==> config.mk <==
export PLATFORM = sky130hd
export DESIGN_NAME = horner_array
export DESIGN_NICKNAME = d
export VERILOG_FILES = /design/src/rtl/horner_pkg.sv /design/src/rtl/hrn_mul_cell.sv /design/src/rtl/hrn_add_cell.sv /design/src/rtl/horner_array.sv
export SDC_FILE = /design/constraint.sdc
export NUM_CORES = 1
export LEC_CHECK = 0
export BUFFER_PORTS_ARGS = -buffer_cell sky130_fd_sc_hd__buf_2
export CORE_ASPECT_RATIO = 1.2
export CORE_MARGIN = 5
export CORE_UTILIZATION = 39
export CTS_CLUSTER_SIZE = 16
export DETAILED_ROUTE_END_ITERATION = 8
export MAX_ROUTING_LAYER = met4
export SKIP_CTS_REPAIR_TIMING = 1
export SLEW_MARGIN = 20
export SYNTH_ARGS = -nofsm -noshare
export SYNTH_HDL_FRONTEND = slang
export SYNTH_SLANG_ARGS = --single-unit
==> constraint.sdc <==
create_clock -name clk -period 5.52 [get_ports clk]
set_input_delay 0.552 -clock clk [delete_from_list [all_inputs] [get_ports clk]]
set_output_delay 0.552 -clock clk [all_outputs]
set_load 0.02 [all_outputs]
==> src/rtl/horner_pkg.sv <==
package horner_pkg;

   // Number of registered cells: one multiply and one add per order.
   function automatic int stage_count(input int deg);
      return 2 * deg;
   endfunction

   // Width of the coefficient selector for a given degree.
   function automatic int sel_width(input int deg);
      return (deg < 1) ? 1 : $clog2(deg + 1);
   endfunction

endpackage

==> src/rtl/hrn_mul_cell.sv <==
// Multiply stage: scales the running value by the point that travels with it.
module hrn_mul_cell #(
   parameter int DW = 16,
   parameter int IW = 3
) (
   input  logic          clk,
   input  logic          rst_n,
   input  logic          v_i,
   input  logic [DW-1:0] x_i,
   input  logic [DW-1:0] acc_i,
   input  logic          wv_i,
   input  logic [IW-1:0] wi_i,
   input  logic [DW-1:0] wd_i,
   output logic          v_o,
   output logic [DW-1:0] x_o,
   output logic [DW-1:0] acc_o,
   output logic          wv_o,
   output logic [IW-1:0] wi_o,
   output logic [DW-1:0] wd_o
);

   always_ff @(posedge clk or negedge rst_n) begin
      if (!rst_n) begin
         v_o   <= 1'b0;
         x_o   <= '0;
         acc_o <= '0;
         wv_o  <= 1'b0;
         wi_o  <= '0;
         wd_o  <= '0;
      end else begin
         v_o   <= v_i;
         x_o   <= x_i;
         acc_o <= acc_i * x_i;
         wv_o  <= wv_i;
         wi_o  <= wi_i;
         wd_o  <= wd_i;
      end
   end

endmodule

==> src/rtl/hrn_add_cell.sv <==
// Add stage: owns one coefficient and captures writes from the passing wavefront.
module hrn_add_cell #(
   parameter int DW   = 16,
   parameter int IW   = 3,
   parameter int CIDX = 0
) (
   input  logic          clk,
   input  logic          rst_n,
   input  logic          v_i,
   input  logic [DW-1:0] x_i,
   input  logic [DW-1:0] acc_i,
   input  logic          wv_i,
   input  logic [IW-1:0] wi_i,
   input  logic [DW-1:0] wd_i,
   output logic          v_o,
   output logic [DW-1:0] x_o,
   output logic [DW-1:0] acc_o,
   output logic          wv_o,
   output logic [IW-1:0] wi_o,
   output logic [DW-1:0] wd_o
);

   logic [DW-1:0] coef_q;
   logic          hit;

   assign hit = wv_i && (wi_i == IW'(CIDX));

   always_ff @(posedge clk or negedge rst_n) begin
      if (!rst_n) begin
         coef_q <= '0;
         v_o    <= 1'b0;
         x_o    <= '0;
         acc_o  <= '0;
         wv_o   <= 1'b0;
         wi_o   <= '0;
         wd_o   <= '0;
      end else begin
         if (hit) coef_q <= wd_i;
         v_o   <= v_i;
         x_o   <= x_i;
         acc_o <= acc_i + coef_q;
         wv_o  <= wv_i;
         wi_o  <= wi_i;
         wd_o  <= wd_i;
      end
   end

endmodule

==> src/rtl/horner_array.sv <==
module horner_array #(
   parameter  int DW  = 16,
   parameter  int DEG = 4,
   localparam int IW  = horner_pkg::sel_width(DEG)
) (
   input  logic          clk,
   input  logic          rst_n,
   input  logic          in_valid,
   input  logic [DW-1:0] in_x,
   input  logic          coef_we,
   input  logic [IW-1:0] coef_sel,
   input  logic [DW-1:0] coef_val,
   output logic          out_valid,
   output logic [DW-1:0] out_y
);

   localparam int NSTG = horner_pkg::stage_count(DEG);

   if (DEG < 1) begin : g_bad_deg
      $error("horner_array: DEG must be at least 1");
   end
   if (DW < 2) begin : g_bad_dw
      $error("horner_array: DW must be at least 2");
   end

   // Leading coefficient seeds the chain at stage 0.
   logic [DW-1:0] lead_q;

   always_ff @(posedge clk or negedge rst_n) begin
      if (!rst_n)                                     lead_q <= '0;
      else if (coef_we && (coef_sel == IW'(DEG)))     lead_q <= coef_val;
   end

   logic          sv  [0:NSTG];
   logic [DW-1:0] sx  [0:NSTG];
   logic [DW-1:0] sa  [0:NSTG];
   logic          swv [0:NSTG];
   logic [IW-1:0] swi [0:NSTG];
   logic [DW-1:0] swd [0:NSTG];

   assign sv[0]  = in_valid;
   assign sx[0]  = in_x;
   assign sa[0]  = lead_q;
   assign swv[0] = coef_we;
   assign swi[0] = coef_sel;
   assign swd[0] = coef_val;

   for (genvar k = 1; k <= DEG; k++) begin : g_pair
      hrn_mul_cell #(.DW(DW), .IW(IW)) u_mul (
         .clk   (clk),          .rst_n (rst_n),
         .v_i   (sv[2*k-2]),    .x_i   (sx[2*k-2]),   .acc_i (sa[2*k-2]),
         .wv_i  (swv[2*k-2]),   .wi_i  (swi[2*k-2]),  .wd_i  (swd[2*k-2]),
         .v_o   (sv[2*k-1]),    .x_o   (sx[2*k-1]),   .acc_o (sa[2*k-1]),
         .wv_o  (swv[2*k-1]),   .wi_o  (swi[2*k-1]),  .wd_o  (swd[2*k-1])
      );
      hrn_add_cell #(.DW(DW), .IW(IW), .CIDX(DEG - k)) u_add (
         .clk   (clk),          .rst_n (rst_n),
         .v_i   (sv[2*k-1]),    .x_i   (sx[2*k-1]),   .acc_i (sa[2*k-1]),
         .wv_i  (swv[2*k-1]),   .wi_i  (swi[2*k-1]),  .wd_i  (swd[2*k-1]),
         .v_o   (sv[2*k]),      .x_o   (sx[2*k]),     .acc_o (sa[2*k]),
         .wv_o  (swv[2*k]),     .wi_o  (swi[2*k]),    .wd_o  (swd[2*k])
      );
   end

   assign out_valid = sv[NSTG];
   assign out_y     = sa[NSTG];

   logic unused_tail;
   assign unused_tail = ^{sx[NSTG], swv[NSTG], swi[NSTG], swd[NSTG]};

endmodule

==> results of run 1 <==
==> worst max path at each step <==
stage / start / endpoint / slack, ns / depth (start not counted)
final: lead_q[3] / g_pair[1].u_mul.acc_o[13] / 0.20 / 19
after global routing: g_pair[3].u_add.x_o[4] / g_pair[4].u_mul.acc_o[15] / 0.01 / 18
after detailed placement: g_pair[1].u_add.x_o[1] / g_pair[2].u_mul.acc_o[15] / 0.09 / 17
after CTS: g_pair[1].u_add.x_o[1] / g_pair[2].u_mul.acc_o[15] / 0.09 / 17
after floorplan: in_x[1] / g_pair[1].u_mul.acc_o[13] / 0.49 / 20
after global placement: in_x[7] / g_pair[1].u_mul.acc_o[15] / 0.11 / 17
==> final cells by class <==
class,instances,area (um2),share of cell area
clock buffers,68,1419,0.04170
clock inverters,26,362.8,0.01066
inverters,471,1768,0.05196
multi-input cells,1760,17350,0.5099
flip-flops and latches,452,11320,0.3326
well taps,1026,1284,0.03773
repair buffers,81,525.5,0.01545
==> routing by layer <==
layer | share of wire | wire length [um]
met1 | 0.38 | 25330
met3 | 0.031 | 2077
met2 | 0.55 | 36460
met4 | 0.039 | 2607
met5 | 0 | 0
==> per-stage QoR <==
step                      hold WS, ns  utilization  std cells
after floorplan                0.2564            -       2750
after global placement         0.3318       0.4133       3787
after detailed placement       0.3347       0.4133       3787
after CTS                     0.03348       0.4362       3881
after global routing          0.04955       0.4367       3884
final                        -0.02863       0.4367       3884
==> flip-flops by register name (all words and copies together) (netlist names), 9 cells and up <==
register	count
g_pair.u_mul.acc_o	64
g_pair.u_mul.wd_o	64
g_pair.u_add.acc_o	64
g_pair.u_mul.x_o	48
g_pair.u_add.wd_o	48
g_pair.u_add.coef_q	64
lead_q	16
g_pair.u_mul.wi_o	12
g_pair.u_add.x_o	48
g_pair.u_add.wi_o	9
==> cells by family after synthesis <==
family	after synthesis
DFF	452
adders and majority gates	580
AOI/OAI and AO/OA	206
muxes	78
xor gates and xnor gates	216
and+or+nand+nor	680
buffers and inverters	538
==> cells in the final DEF, fill, tap and decap left out, types with 8 or more instances in the layout <==
| cell | synthesis | layout |
|---|---|---|
| clkbuf_1 | 56 | 8 |
| ha_1 | 256 | 256 |
| inv_1 | 471 | 471 |
| nand3_1 | 13 | 13 |
| a21o_1 | 28 | 28 |
| dfrtp_1 | 452 | 447 |
| nor3_1 | 15 | 15 |
| o21bai_1 | 13 | 13 |
| xor2_1 | 47 | 47 |
| buf_2 | 11 | 54 |
| xnor2_1 | 161 | 161 |
| mux2_2 | 69 | 69 |
| clkbuf_8 | 0 | 10 |
| nand2b_1 | 13 | 13 |
| o21a_1 | 23 | 23 |
| fa_1 | 324 | 324 |
| o21ai_0 | 27 | 27 |
| nor2_1 | 44 | 44 |
| clkbuf_16 | 0 | 50 |
| and2_1 | 269 | 269 |
| a31oi_1 | 12 | 12 |
| buf_4 | 0 | 21 |
| a21oi_1 | 63 | 63 |
| nand2_1 | 301 | 301 |
| clkinv_2 | 0 | 8 |
| mux2_1 | 8 | 8 |
| xnor2_2 | 8 | 8 |
==> results.ini, run 1 <==
[logic_synthesis]
synthMuxAreaShare=0.02861
syn_inst=2750
synth_top_area_cell=dfrtp_1
synth_simple_gate_area_share=0.1106
synth_top_area_frac=0.3689
synth_compound_area_frac=0.04595
synthTopCellsByArea=dfrtp_1 37%, fa_1 21%, ha_1 10%, inv_1 5.8%, and2_1 5.5%
synth_ff_type=dfrtp_1
ys_types=49
yosys-top-cells-count=471 x inv_1, 452 x dfrtp_1, 324 x fa_1
yosysMostFrequentCell=inv_1
avgSynthCellArea_um2=11.15
synth-xor-area-share=0.06366
synth_edf_count=0
synth-adder-area-share=0.3160
ys_async_sr_fraction=1.000
ys_seq_area_frac=0.3689
synth_warnings=0
ys_seq_elements=452
synth_fp_nets=3369
synth_area_um2=30660
synth_top_family_by_area=adder cells

[critical_path]
cpPeakStageDelay_ns=0.66
arrival_ns=5.83
path_common_cell=fa_1
rrSetupSlack_ns=0.20
timing.rr.start=lead_q[3]
critical_path_class=flop to flop
path_max_fanout=14
crit_slowest_cell=dfrtp_1
path_buf_inv=4
r2r_cells=19
cp-start-kind=flop
worst_r2r_endpoint=g_pair[1].u_mul.acc_o[13]
end_kind=flop
cp_cell_sequence=and2_1 > fa_1 > inv_1 > fa_1 > inv_1 > ha_1 > inv_1 > fa_1 > fa_1 > fa_1 > inv_1 > ha_1 > nand3_1 > o211ai_1 > o41ai_2 > nand2b_1 > nand2b_1 > a21oi_1 > xnor2_1
required_ns=6.03
critPathTopFamily=adder cells

[global_route]
grt_usage=0.1670
grt_first_pass_wirelength_um=110000
met3_usage=0.01888
antenna_found_initial=0
busiest_layer=met2
gr-usage-met1=0.1826
overflow=0
grt_max_degree=145
grt_pass1_vias=21114
use_met2=0.3126

[place]
postPlaceCellArea_um2=32210
pre_cts_ws_ns=0.09352
dp_hpwl_um=52830
place_congestion=0.8647
io_buffers=55

[sta]
timing.setup.tns_ns=0
hold_ws_ns=-0.02863
period_share=0.9637
fin_skew_ns=0.03794
fin_crit_ns=5.320
grt_setup_unrepaired=false
setup_viol=0
max_slew_margin=0.3292
worst_slack_ns=0.2002
tightest_slew_ns=1.001
slew_viol_final=0
fmax_ghz=0.1880
hold_viol=4

[clock_tree]
cts_tree=yes
clock_latency_ns=0.61
cts-root-buf=clkbuf_16
cts_inserted_buffers=50
clock_path_buffers=3
numClockSinks=452
clkTransAtPathRegs_ns=0.06
cts-htree-levels=2

[floorplanning]
die_h_um=317.2
chipWidth_um=266.0
die_area_um2=84350
io_pins=56
initial_utilization=0.3935
rows=112
core_um2=77910

[layout]
final_nets=3435
fillCellCount=7357
drive_gt1_frac=0.09447
final_area_um2=34020
areaGrowthSynthToFinish_pct=10.96
n_antenna_cell=0

[detailed_routing]
vias_per_cell=4.829
drc=0
wirelength_um=66470
vias=18757
routedWlPerCell_um=17.11
first_pass_iters=5
drtIter0Drc=874
drtAntennaViolNets=0

[status]
outcome=complete, but fails checks
violations=negative hold slack

[hold_path]
min_path_type=primary input to async pin

[flow_run]
drv_cap=0

Power of run 1 is left out: the tool's default activity adds up to more than one toggle a clock period on the data nets, which glitch-free logic cannot reach.
==> inputs of run 2 (changes only) <==
- CORE_UTILIZATION: 39 -> 60
- PLACE_DENSITY: default -> 0.77
- SLEW_MARGIN: 20 -> 10
==> run 2 against run 1 <==
The flow now finishes without violations. Non-clock buffer count rose by 2. Routed wire length rose by 1.4%. Sequential cell count did not move. Sequential share of layout area rose by 0.78 points. Via count rose by 1.3%. Worst hold slack improved by 0.039 ns. Clock skew fell by 0.020 ns. Critical path type unchanged. Largest cell class unchanged.
==> results.ini, run 2 (synthesis results as in run 1) <==
[floorplanning]
die_h_um=257.6  ; -19%
rows=90  ; -20%
io_pins=56  ; unchanged
initial_utilization=0.6078  ; +0.2143
die_area_um2=55740  ; -34%
chipWidth_um=216.4  ; -19%
core_um2=50450  ; -35%

[layout]
n_antenna_cell=0  ; unchanged
areaGrowthSynthToFinish_pct=8.422
final_nets=3432  ; -0.087%
drive_gt1_frac=0.09168  ; -0.002796
final_cell_mix=471 x inv_1, 447 x dfrtp_1, 324 x fa_1
layout_commonest_cell=inv_1

[critical_path]
worst_r2r_endpoint=g_pair[2].u_mul.acc_o[15]
r2r_cells=18  ; -1
arrival_ns=5.72  ; -0.11 ns
rrSetupSlack_ns=0.26  ; +0.06 ns
cp_cell_sequence=and2_1 > fa_1 > inv_1 > fa_1 > fa_1 > inv_1 > fa_1 > fa_1 > inv_1 > fa_1 > inv_1 > ha_1 > o21ai_1 > nand2b_1 > o311a_1 > nor2_1 > o21ai_0 > xnor2_1
critical_path_class=flop to flop
required_ns=5.98  ; -0.05 ns
end_kind=flop
path_max_fanout=13  ; -1
crit_slowest_cell=dfrtp_1
critPathTopFamily=adder cells
timing.rr.start=g_pair[1].u_add.x_o[4]
cpPeakStageDelay_ns=0.54  ; -0.12 ns
path_buf_inv=4  ; unchanged
cp-start-kind=flop
path_common_cell=fa_1

[flow_run]
drv_cap=0  ; unchanged

[clock_tree]
clock_path_buffers=3  ; unchanged
clock_latency_ns=0.59  ; -0.02 ns
cts-root-buf=clkbuf_16
cts_inserted_buffers=45  ; -10%
cts_tree=yes
clkTransAtPathRegs_ns=0.06  ; about the same
cts-htree-levels=2  ; unchanged
numClockSinks=452  ; unchanged

[sta]
setup_viol=0  ; unchanged
fin_skew_ns=0.01751  ; -0.02044 ns
tightest_slew_ns=1.081  ; +0.08030 ns
max_slew_margin=0.2761  ; -0.05305
hold_viol=0  ; -4
timing.setup.tns_ns=0  ; unchanged
fmax_ghz=0.1902  ; +1.2%
slew_viol_final=0  ; unchanged
grt_setup_unrepaired=false
period_share=0.9526  ; -0.01111
fin_crit_ns=5.258  ; -0.06131 ns

[global_route]
grt_pass1_vias=21611  ; +2.4%
antenna_found_initial=0  ; unchanged
grt_usage=0.2592  ; +0.09219
overflow=0  ; unchanged
grt_max_degree=151  ; +4.1%
grt_first_pass_wirelength_um=111100  ; +1.0%

[detailed_routing]
drc=0  ; unchanged
first_pass_iters=5  ; unchanged
vias=18996  ; +1.3%
routedWlPerCell_um=19.30  ; +13%
vias_per_cell=5.441  ; +13%
drtAntennaViolNets=0  ; unchanged
drtIter0Drc=1049  ; +20%
wirelength_um=67380  ; +1.4%

[place]
place_congestion=0.9402  ; +8.7%
dp_hpwl_um=52470  ; -0.69%
io_buffers=55  ; unchanged

[hold_path]
min_path_type=primary input to async pin

[status]
outcome=completed

[run 2: worst max path at each step]
stage                           endpoint  cells after the start                   start  slack [ns]
3_5_place_dp   g_pair[2].u_mul.acc_o[15]                     17  g_pair[1].u_add.x_o[1]        0.04
2_1_floorplan  g_pair[1].u_mul.acc_o[13]                     20                 in_x[1]        0.49
3_3_place_gp   g_pair[1].u_mul.acc_o[15]                     17                 in_x[7]        0.19
6_report       g_pair[2].u_mul.acc_o[15]                     18  g_pair[1].u_add.x_o[4]        0.26
5_1_grt        g_pair[4].u_mul.acc_o[15]                     16  g_pair[3].u_add.x_o[2]       0.002
4_1_cts        g_pair[2].u_mul.acc_o[15]                     17  g_pair[1].u_add.x_o[1]        0.02
[run 2: per-stage QoR]
stage	instance area (um2)	utilization	hold WS (ns)	worst slack, ns	std cells
6_report	33240	0.6590	0.01061	0.2615	3491
5_1_grt	33240	0.6590	0.06163	0.002162	3491
4_1_cts	33240	0.6589	0.02189	0.01762	3491
3_5_place_dp	31750	0.6294	0.3347	0.04257	3410
3_3_place_gp	31750	0.6294	0.3314	0.1944	3410
2_1_floorplan	30660	-	0.2564	0.4944	2750
[run 2: final cells by class]
| type | instances | area (um2) |
|---|---|---|
| multi-input combinational | 1760 | 17350 |
| timing repair buffer | 83 | 520.5 |
| tap | 644 | 805.8 |
| clock buffer | 57 | 1231 |
| sequential | 452 | 11320 |
| fill | 3759 | 17200 |
| inverter | 471 | 1768 |
| clock inverter | 24 | 254.0 |
[run 2: worst register-to-register path: stages, from the launching register on]
cell and delay [ns]:
dfrtp_1 0.54, and2_1 0.24, fa_1 0.54, inv_1 0.05, fa_1 0.45, fa_1 0.52, inv_1 0.06, fa_1 0.48
fa_1 0.50, inv_1 0.06, fa_1 0.47, inv_1 0.04, ha_1 0.32, o21ai_1 0.21, nand2b_1 0.12, o311a_1 0.16
nor2_1 0.09, o21ai_0 0.10, xnor2_1 0.16
[run 2: layer usage]
metal / up-vias / global-route usage / wire (um)
li1: 8583 / - / -
met1: 9694 / 0.2725 / 23700
met2: 497 / 0.4783 / 37200
met3: 222 / 0.03104 / 2313
met4: 0 / 0.1324 / 4167
met5: - / - / 0
Power of run 2 is left out for the same reason.
==> inputs of run 3 (changes only) <==
- GPL_TIMING_DRIVEN: default -> 0
==> run 3 against run 2 <==
Via count is 0.96% higher. Die area stayed put. First-iteration DRC count is 0.38% lower. Worst hold slack better by 0.10 ns. Sequential cell count stayed put. Utilization is 0.59 points higher. Register-to-register slack worse by 0.14 ns. Clock-buffer cell count is 4 lower. Design area is 0.90% higher. Routed wire length is 0.39% higher.
==> results.ini, run 3 (synthesis results as in run 1) <==
[critical_path]
cp-start-kind=flop
end_kind=flop
path_max_fanout=10  ; -3
required_ns=5.96  ; -0.02 ns
critical_path_class=flop to flop
arrival_ns=5.84  ; +0.12 ns

[place]
dp_hpwl_um=52800  ; +0.63%
io_buffers=55  ; unchanged
place_congestion=0.9318  ; -0.89%

[sta]
tightest_slew_ns=0.7462  ; -0.3350 ns
fmax_ghz=0.1853  ; -2.6%
hold_viol=0  ; unchanged
period_share=0.9776  ; +0.02501
grt_setup_unrepaired=true
setup_viol=0  ; unchanged
max_slew_margin=0.5025  ; +0.2264
fin_skew_ns=0.02819  ; +0.01069 ns
slew_viol_final=0  ; unchanged
fin_crit_ns=5.397  ; +0.1381 ns

[layout]
layout_commonest_cell=inv_1
areaGrowthSynthToFinish_pct=9.394
multi_input_area_um2=17340  ; about the same
final_nets=3469  ; +1.1%
drive_gt1_frac=0.09889  ; +0.007214
utilization=0.6649  ; +0.005903
ff_latch_area_um2=11320  ; about the same
final_cell_mix=471 x inv_1, 441 x dfrtp_1, 324 x fa_1
fillCellCount=3777  ; +0.48%

[detailed_routing]
vias_per_cell=5.436  ; about the same
drc=0  ; unchanged
drtAntennaViolNets=0  ; unchanged
vias=19179  ; +0.96%
routedWlPerCell_um=19.17  ; -0.66%
drtIter0Drc=1045  ; -0.38%
wirelength_um=67640  ; +0.39%
first_pass_iters=5  ; unchanged

[floorplanning]
die_area_um2=55740  ; unchanged
io_pins=56  ; unchanged
die_h_um=257.6  ; unchanged
rows=90  ; unchanged
chipWidth_um=216.4  ; unchanged
core_um2=50450  ; unchanged
initial_utilization=0.6078  ; unchanged

[global_route]
grt_usage=0.2602  ; +0.001022
overflow=0  ; unchanged
grt_first_pass_wirelength_um=111500  ; +0.37%
antenna_found_initial=1  ; +1
grt_max_degree=125  ; -17%
grt_pass1_vias=21584  ; -0.12%

[clock_tree]
cts-htree-levels=2  ; unchanged
clkTransAtPathRegs_ns=0.06  ; about the same
cts_inserted_buffers=43  ; -4.4%
clock_latency_ns=0.57  ; -0.02 ns
numClockSinks=452  ; unchanged
cts-root-buf=clkbuf_16
clock_path_buffers=3  ; unchanged
cts_tree=yes

[status]
outcome=completed

[flow_run]
drv_cap=0  ; unchanged

[hold_path]
min_path_type=primary input to flop

[run 3: cell types whose count changed in the layout (fill, tap and decap cells not counted), sizes merged]
cell,before,now
dlygate4sd3,0,1
clkbuf,57,91
inv,472,473
clkinvlp,3,2
clkinv,17,11
diode,0,2
bufinv,3,9
[run 3: worst paths after layout]
path                       cells past startpoint                      from  slack, ns                         to
max                                           18    g_pair[1].u_add.x_o[3]       0.12  g_pair[2].u_mul.acc_o[15]
max reg2reg                                   18    g_pair[1].u_add.x_o[3]       0.12  g_pair[2].u_mul.acc_o[15]
min in group asynchronous                      2                     rst_n       0.53  g_pair[4].u_add.acc_o[14]
max in group asynchronous                      5                     rst_n       3.29     g_pair[1].u_add.x_o[2]
min reg2reg                                    0  g_pair[2].u_add.wd_o[14]       0.33   g_pair[3].u_mul.wd_o[14]
min                                            1                  in_valid       0.11        g_pair[1].u_mul.v_o
[run 3: critical path: stages, from the launching register on]
cell and delay, ns:
dfrtp_1 0.50, buf_2 0.30, nand2_1 0.10, fa_1 0.48
fa_1 0.48, fa_1 0.54, inv_1 0.05, fa_1 0.52
fa_1 0.50, inv_1 0.05, fa_1 0.47, inv_1 0.04
ha_1 0.31, o21ai_1 0.19, nand2b_1 0.09, o311a_1 0.14
nor2_1 0.10, o21ai_0 0.20, xnor2_1 0.20
[run 3: layout make-up]
class	instances	share of cell area
Clock buffer	53	0.03469
Clock inverter	24	0.01190
Timing Repair Buffer	66	0.01343
Antenna cell	2	0.0001492
Tap cell	644	0.02402
Sequential cell	452	0.3376
Inverter	471	0.05271
Buffer	56	0.008393
Multi-Input combinational cell	1760	0.5171
[run 3: through the flow]
step	instances	hold slack, ns	area (um2)	TNS [ns]	setup WS [ns]
2_1_floorplan	2750	0.2564	30660	0	0.4944
3_3_place_gp	3449	0.3312	31740	-1933.57	-4.354
3_5_place_dp	3453	0.3347	31860	-1.617	-0.3500
4_1_cts	3530	-0.06293	33430	-0.7181	-0.2981
5_1_grt	3527	0.09708	33540	-0.1739	-0.05314
6_report	3528	0.1112	33540	0	0.1234
[run 3: routing by layer]
metal | vias up | part of all wire | GRT usage
li1 | 8659 | - | -
met4 | 0 | 0.053 | 0.1200
met1 | 9837 | 0.37 | 0.2941
met3 | 201 | 0.037 | 0.02706
met5 | - | 0 | -
met2 | 482 | 0.54 | 0.4672
Power of run 3 is left out for the same reason.
